`src/rtl/dps_pkg.sv`:
```
package dps_pkg;

    localparam int IDX_W = 8;
    localparam int VAL_W = 16;
    localparam int DLY_W = 16;
    localparam int MAX_LEN = 8;
    localparam int PTR_W = $clog2(MAX_LEN);

    typedef struct packed {
        logic [IDX_W-1:0] idx;
        logic [VAL_W-1:0] val;
        logic [DLY_W-1:0] dly;
    } cmd_t;

    typedef enum logic [1:0] {TBL_INIT, TBL_RGB, TBL_OFF, TBL_ON} tbl_e;

    typedef enum logic [1:0] {S_IDLE, S_ISSUE, S_WAIT, S_DELAY} state_e;

    function automatic cmd_t mk(input logic [IDX_W-1:0] i, input logic [VAL_W-1:0] v,
                                input logic [DLY_W-1:0] d);
        cmd_t c;
        c.idx = i;
        c.val = v;
        c.dly = d;
        return c;
    endfunction

    function automatic logic [PTR_W-1:0] last_ptr(input tbl_e t);
        case (t)
            TBL_RGB: return PTR_W'(3);
            default: return PTR_W'(4);
        endcase
    endfunction

    function automatic cmd_t seq_cmd(input tbl_e t, input logic [PTR_W-1:0] p);
        cmd_t c;
        c = '0;
        case (t)
            TBL_INIT: case (p)
                3'd0:    c = mk(8'h01, 16'h0000, 16'd0);
                3'd1:    c = mk(8'h13, 16'h0000, 16'd200);
                3'd2:    c = mk(8'h12, 16'h01BB, 16'd50);
                3'd3:    c = mk(8'h29, 16'h0010, 16'd50);
                default: c = mk(8'h07, 16'h0133, 16'd0);
            endcase
            TBL_RGB: case (p)
                3'd0:    c = mk(8'h03, 16'h1080, 16'd0);
                3'd1:    c = mk(8'h20, 16'h0000, 16'd0);
                3'd2:    c = mk(8'h21, 16'h0000, 16'd0);
                default: c = mk(8'h0C, 16'h0111, 16'd500);
            endcase
            TBL_OFF: case (p)
                3'd0:    c = mk(8'h07, 16'h0131, 16'd100);
                3'd1:    c = mk(8'h07, 16'h0130, 16'd100);
                3'd2:    c = mk(8'h07, 16'h0100, 16'd0);
                3'd3:    c = mk(8'h10, 16'h0280, 16'd0);
                default: c = mk(8'h12, 16'h018B, 16'd0);
            endcase
            default: case (p)
                3'd0:    c = mk(8'h10, 16'h1280, 16'd0);
                3'd1:    c = mk(8'h07, 16'h0101, 16'd100);
                3'd2:    c = mk(8'h07, 16'h0121, 16'd0);
                3'd3:    c = mk(8'h07, 16'h0123, 16'd100);
                default: c = mk(8'h07, 16'h0133, 16'd10);
            endcase
        endcase
        return c;
    endfunction

endpackage

```
`src/rtl/dps_rom.sv`:
```
module dps_rom
    import dps_pkg::*;
(
    input  tbl_e             tbl,
    input  logic [PTR_W-1:0] ptr,
    output cmd_t             cmd,
    output logic             last
);
    always_comb begin
        cmd  = seq_cmd(tbl, ptr);
        last = (ptr == last_ptr(tbl));
    end
endmodule

```
`src/rtl/dps_delay.sv`:
```
module dps_delay #(
    parameter int DW = 16
) (
    input  logic          clk,
    input  logic          rst,
    input  logic          load,
    input  logic [DW-1:0] load_val,
    input  logic          tick,
    output logic          expired
);
    logic [DW-1:0] remain;

    always_ff @(posedge clk) begin
        if (rst)
            remain <= '0;
        else if (load)
            remain <= load_val;
        else if (tick && remain != '0)
            remain <= remain - 1'b1;
    end

    assign expired = (remain == '0);

    // the wait only shortens on a millisecond tick
    assert_hold_without_tick_R3: assert property (@(posedge clk) disable iff (rst)
        (!load && !tick) |=> $stable(remain));
endmodule

```
`src/rtl/dps_req.sv`:
```
module dps_req #(
    parameter int PWR_W = 4
) (
    input  logic             clk,
    input  logic             rst,
    input  logic             enable,
    input  logic             strobe,
    input  logic [PWR_W-1:0] level,
    input  logic             take,
    output logic             pend_valid,
    output logic [PWR_W-1:0] pend_level
);
    always_ff @(posedge clk) begin
        if (rst) begin
            pend_valid <= 1'b0;
            pend_level <= '0;
        end else if (enable && strobe) begin
            pend_valid <= 1'b1;
            pend_level <= level;
        end else if (take) begin
            pend_valid <= 1'b0;
        end
    end

    // nothing is held before start-up has finished
    assert_no_req_pre_init_R10: assert property (@(posedge clk) disable iff (rst)
        !enable |-> !pend_valid);
endmodule

```
`src/rtl/dps_player.sv`:
```
module dps_player
    import dps_pkg::*;
#(
    parameter int PWR_W   = 4,
    parameter int UNBLANK = 0
) (
    input  logic             clk,
    input  logic             rst,
    input  logic             ms_tick,
    input  logic             req_strobe,
    input  logic [PWR_W-1:0] req_level,
    output logic [PWR_W-1:0] pwr_state,
    output logic             busy,
    output logic             wr_valid,
    output logic [IDX_W-1:0] wr_index,
    output logic [VAL_W-1:0] wr_value,
    input  logic             wr_ready,
    input  logic             wr_done
);
    localparam logic [PWR_W-1:0] LVL_ON = PWR_W'(UNBLANK);

    state_e           state;
    tbl_e             tbl;
    logic [PTR_W-1:0] ptr;
    logic             init_done;
    cmd_t             cmd;
    logic             last;
    logic             expired;
    logic             load;
    logic             step;
    logic             take;
    logic             pend_valid;
    logic [PWR_W-1:0] pend_level;

    dps_rom u_rom (
        .tbl  (tbl),
        .ptr  (ptr),
        .cmd  (cmd),
        .last (last)
    );

    dps_delay #(.DW(DLY_W)) u_delay (
        .clk      (clk),
        .rst      (rst),
        .load     (load),
        .load_val (cmd.dly),
        .tick     (ms_tick),
        .expired  (expired)
    );

    dps_req #(.PWR_W(PWR_W)) u_req (
        .clk        (clk),
        .rst        (rst),
        .enable     (init_done),
        .strobe     (req_strobe),
        .level      (req_level),
        .take       (take),
        .pend_valid (pend_valid),
        .pend_level (pend_level)
    );

    always_comb begin
        load = (state == S_WAIT) && wr_done && (cmd.dly != '0);
        step = ((state == S_WAIT) && wr_done && (cmd.dly == '0)) ||
               ((state == S_DELAY) && expired);
        take = (state == S_IDLE);
    end

    always_ff @(posedge clk) begin
        if (rst) begin
            state     <= S_ISSUE;
            tbl       <= TBL_INIT;
            ptr       <= '0;
            init_done <= 1'b0;
            pwr_state <= LVL_ON;
        end else if (step) begin
            if (!last) begin
                ptr   <= ptr + 1'b1;
                state <= S_ISSUE;
            end else if (tbl == TBL_INIT) begin
                tbl   <= TBL_RGB;
                ptr   <= '0;
                state <= S_ISSUE;
            end else begin
                init_done <= 1'b1;
                state     <= S_IDLE;
            end
        end else begin
            case (state)
                S_ISSUE: if (wr_ready) state <= S_WAIT;
                S_WAIT:  if (load) state <= S_DELAY;
                S_IDLE: begin
                    if (pend_valid && pend_level != pwr_state) begin
                        pwr_state <= pend_level;
                        tbl       <= (pend_level > LVL_ON) ? TBL_OFF : TBL_ON;
                        ptr       <= '0;
                        state     <= S_ISSUE;
                    end
                end
                default: ;
            endcase
        end
    end

    assign wr_valid = (state == S_ISSUE);
    assign wr_index = cmd.idx;
    assign wr_value = cmd.val;
    assign busy     = (state != S_IDLE);

    // an offered write holds steady until accepted
    assert_valid_hold_R2: assert property (@(posedge clk) disable iff (rst)
        (wr_valid && !wr_ready) |=> (wr_valid && $stable(wr_index) && $stable(wr_value)));

    // the level only changes when a list is launched
    assert_state_change_busy_R8: assert property (@(posedge clk) disable iff (rst)
        (pwr_state != $past(pwr_state)) |-> (busy && wr_valid));

    // a list only starts from a held request
    assert_launch_needs_request_R11: assert property (@(posedge clk) disable iff (rst)
        $rose(busy) |-> $past(pend_valid));
endmodule

```
`config.mk`:
```
export PLATFORM = sky130hd
export DESIGN_NAME = dps_player
export DESIGN_NICKNAME = d
export VERILOG_FILES = /design/src/rtl/dps_pkg.sv /design/src/rtl/dps_rom.sv /design/src/rtl/dps_delay.sv /design/src/rtl/dps_req.sv /design/src/rtl/dps_player.sv
export SDC_FILE = /design/constraint.sdc
export NUM_CORES = 1
export LEC_CHECK = 0
export BUFFER_PORTS_ARGS = -buffer_cell sky130_fd_sc_hd__buf_2
export CELL_PAD_IN_SITES_DETAIL_PLACEMENT = 1
export CELL_PAD_IN_SITES_GLOBAL_PLACEMENT = 1
export CORE_UTILIZATION = 41
export CTS_CLUSTER_SIZE = 20
export DETAILED_ROUTE_END_ITERATION = 16
export PLACE_DENSITY_LB_ADDON = 0.1
export SLEW_MARGIN = 30
export SYNTH_ARGS = -nofsm -noshare
export SYNTH_HDL_FRONTEND = slang
export SYNTH_SLANG_ARGS = --single-unit
```
`constraint.sdc`:
```
create_clock -name clk -period 2.7 [get_ports clk]
set_clock_uncertainty 0.2 [all_clocks]
set_input_delay 0.405 -clock clk [delete_from_list [all_inputs] [get_ports clk]]
set_output_delay 0.405 -clock clk [all_outputs]
set_load 0.01 [all_outputs]
```
==> metrics.cfg <==
[synth]
async_flop_share=0
synth_cell_type_count=60
syn_area_mm2=0.00218
synth-main-ff-cell=dfxtp_1
synth_seq_cells=33
syn_area_per_cell_um2=8.08
yosysSeqAreaShare=0.303
yosysTopAreaCell=dfxtp_1
yosys-top-cells-area=dfxtp_1 30%, xnor2_1 4.4%, a21oi_1 4.4%
synth_top_cell_area_share=0.303
synth-warning-count=0
synth_edf_count=0
synthCells=270

[drt]
drt-pass1-iter-count=4
wl_per_cell_um=14.7
antenna_left=0
drc=0
vias=2049
wirelength_um=5530
drt_first_iter_violations=93
avgViaCountPerCell=5.44

[power]
ir_drop_uv=624
p_per_area_mw_per_mm2=893
p_leak_nw=1.07
total_power_mw=2.26

[worst_setup_path]
reg2reg_to=u_delay.remain[1]
critical-path-top-delay-family=simple AND/OR/NAND/NOR gates
r2r_cells=7
arrival_ps=2020
rr_startpoint=u_delay.remain[0]
critPathMaxStageDelay_ps=450
rrSetupSlack_ps=220
critPathLaunch=ptr[1]
critPathLaunchType=flip-flop
crit_type=flip-flop to output pin
worstSetupEndpointType=output pin
cp.depth=6
path_cells=inv_1 -> ha_1 -> or2_4 -> mux4_2 -> or2_2 -> buf_2
path_max_fanout=4
critPathBufInv=2
required_ps=2100
crit_slowest_cell=mux4_2
critPathCapture=wr_value[0]

[timing]
min_period_over_period=0.971
hold_slack_ps=171
finalHoldViolations=0
fin_crit_ps=2620
relSlewSlack=0.568
finalSetupTns_ps=0
tightestPinTransition_ps=639
max_freq_mhz=381
setup_viol=0
slew_violations=0
rsz0062_at_grt=no

[clock_network]
path_clk_slew_ps=70
clk_latency_ps=280
cts_sinks=33
holdBufCountCts=0
h-tree-depth=2
cts_buffer_depth=2
cts_made_buffers=5
root_buffer=clkbuf_8
cts_tree=done

[final_layout]
utilization=0.495
regArea_um2=663
final_cell_mix=31 x dfxtp_1, 30 x buf_2, 24 x nor2_1
n_antenna_cell=0
layout_commonest_cell=dfxtp_1
layout.cells.non_filler=377
nNetsFinal=322
fillers=661
layout-drive-gt1-share=0.238
area_delta_synth_final_pct=15.8
multiInputGateArea_mm2=0.00142

[global_routing]
use_met2=0.347
grt_usage=0.214
grt_pass1_wl_um=9110
globalRoute.busiestLayer=met2
met3_usage=0.0348
grt_max_degree=22
overflow=0
antenna_found_initial=0
first_global_vias=1955
gr-usage-met1=0.286

[outcome]
status=completed

[floorplanning]
pin_count=40
num_rows=26
chipWidth_um=74.9
dieArea_mm2=0.00561
core_area_mm2=0.00511
dieHeight_um=74.9
initial_core_util=0.427

[flow_run]
maxCapViolCount=0

[placement]
io_buffers=30
dp.cells=368
dp_hpwl_um=4210
gp_congestion=0.789

[hold_path]
hold_class=input port to flip-flop

-- report_power, final --
part           internal, mW  leakage, nW  switching (mW)
Clock                 0.179       0.0450           0.182
Sequential            0.613        0.269           0.136
Combinational         0.543        0.751           0.603
-- worst min path at each step --
stage | from | endpoint | slack [ps] | cells after the start
2_1_floorplan | u_req.pend_valid | u_req.pend_valid | 230 | 2
3_3_place_gp | u_req.pend_valid | u_req.pend_valid | 240 | 2
3_5_place_dp | u_req.pend_valid | u_req.pend_valid | 270 | 2
4_1_cts | req_level[0] | u_req.pend_level[0] | 160 | 3
5_1_grt | req_level[2] | u_req.pend_level[2] | 190 | 3
6_report | req_level[0] | u_req.pend_level[0] | 170 | 3
-- synth_stat cells (4+ instances only) --
master    instances
nand3_1           5
o21ai_0          11
or3_1             4
or2_2             5
nor3_1           11
nand2b_1          9
inv_1             8
dfxtp_1          33
nand2_1          23
clkbuf_1         10
nor4_1            8
xnor2_1          11
ha_1              6
nor2_1           24
a21oi_1          19
buf_4             9
o22ai_1           4
xor2_1            4
mux2i_1           7
-- layout make-up --
cell class,instances,share of cell area
multi-input cells,215,0.562
flip-flops and latches,33,0.263
repair buffers,42,0.0951
well taps,70,0.0347
clock buffers,6,0.0287
inverters,9,0.0134
clock inverters,2,0.00396
-- timing repair --
item,CTS,global route
buffers inserted,1,0
gates resized for setup,2,5
setup endpoints to repair,4,5
-- logic make-up (layout without fill, tap and decap cells) --
kind of cell               count (synthesis)  in the layout  synth area share
AOI/OAI and AO/OA                         60             60             0.186
muxes                                      9              9            0.0476
DFF                                       33             33             0.303
xor gates and xnor gates                  15             15            0.0602
adders and majority gates                  6              6            0.0344
and+or+nand+nor                          116            116             0.299
buffers and inverters                     30             59            0.0677
other                                      1              9           0.00172
-- stage by stage --
step,instance area [um2],setup slack (ps)
2_1_floorplan,2210,243
3_3_place_gp,2420,287
3_5_place_dp,2420,238
4_1_cts,2510,3.79
5_1_grt,2530,0.0113
6_report,2530,77.6
-- state kept, by name (all words and copies together), names as in the netlist --
register / flops
u_req.pend_level: 4
u_delay.remain: 16
pwr_state: 4
init_done: 1
u_req.pend_valid: 1
ptr: 3
tbl: 2
state: 2
-- per-layer routing --
metal / wire (um) / share of wire
met5: 0 / 0
met4: 73 / 0.013
met3: 204 / 0.037
met2: 2570 / 0.46
met1: 2690 / 0.49
-- tightest hold or removal path: cells and delay by family --
family | cells | cell delay [ps]
buffers and inverters | 1 | 90
and+or+nand+nor | 1 | 50
AOI/OAI and AO/OA | 1 | 50
(Power assumes the default switching activity.)
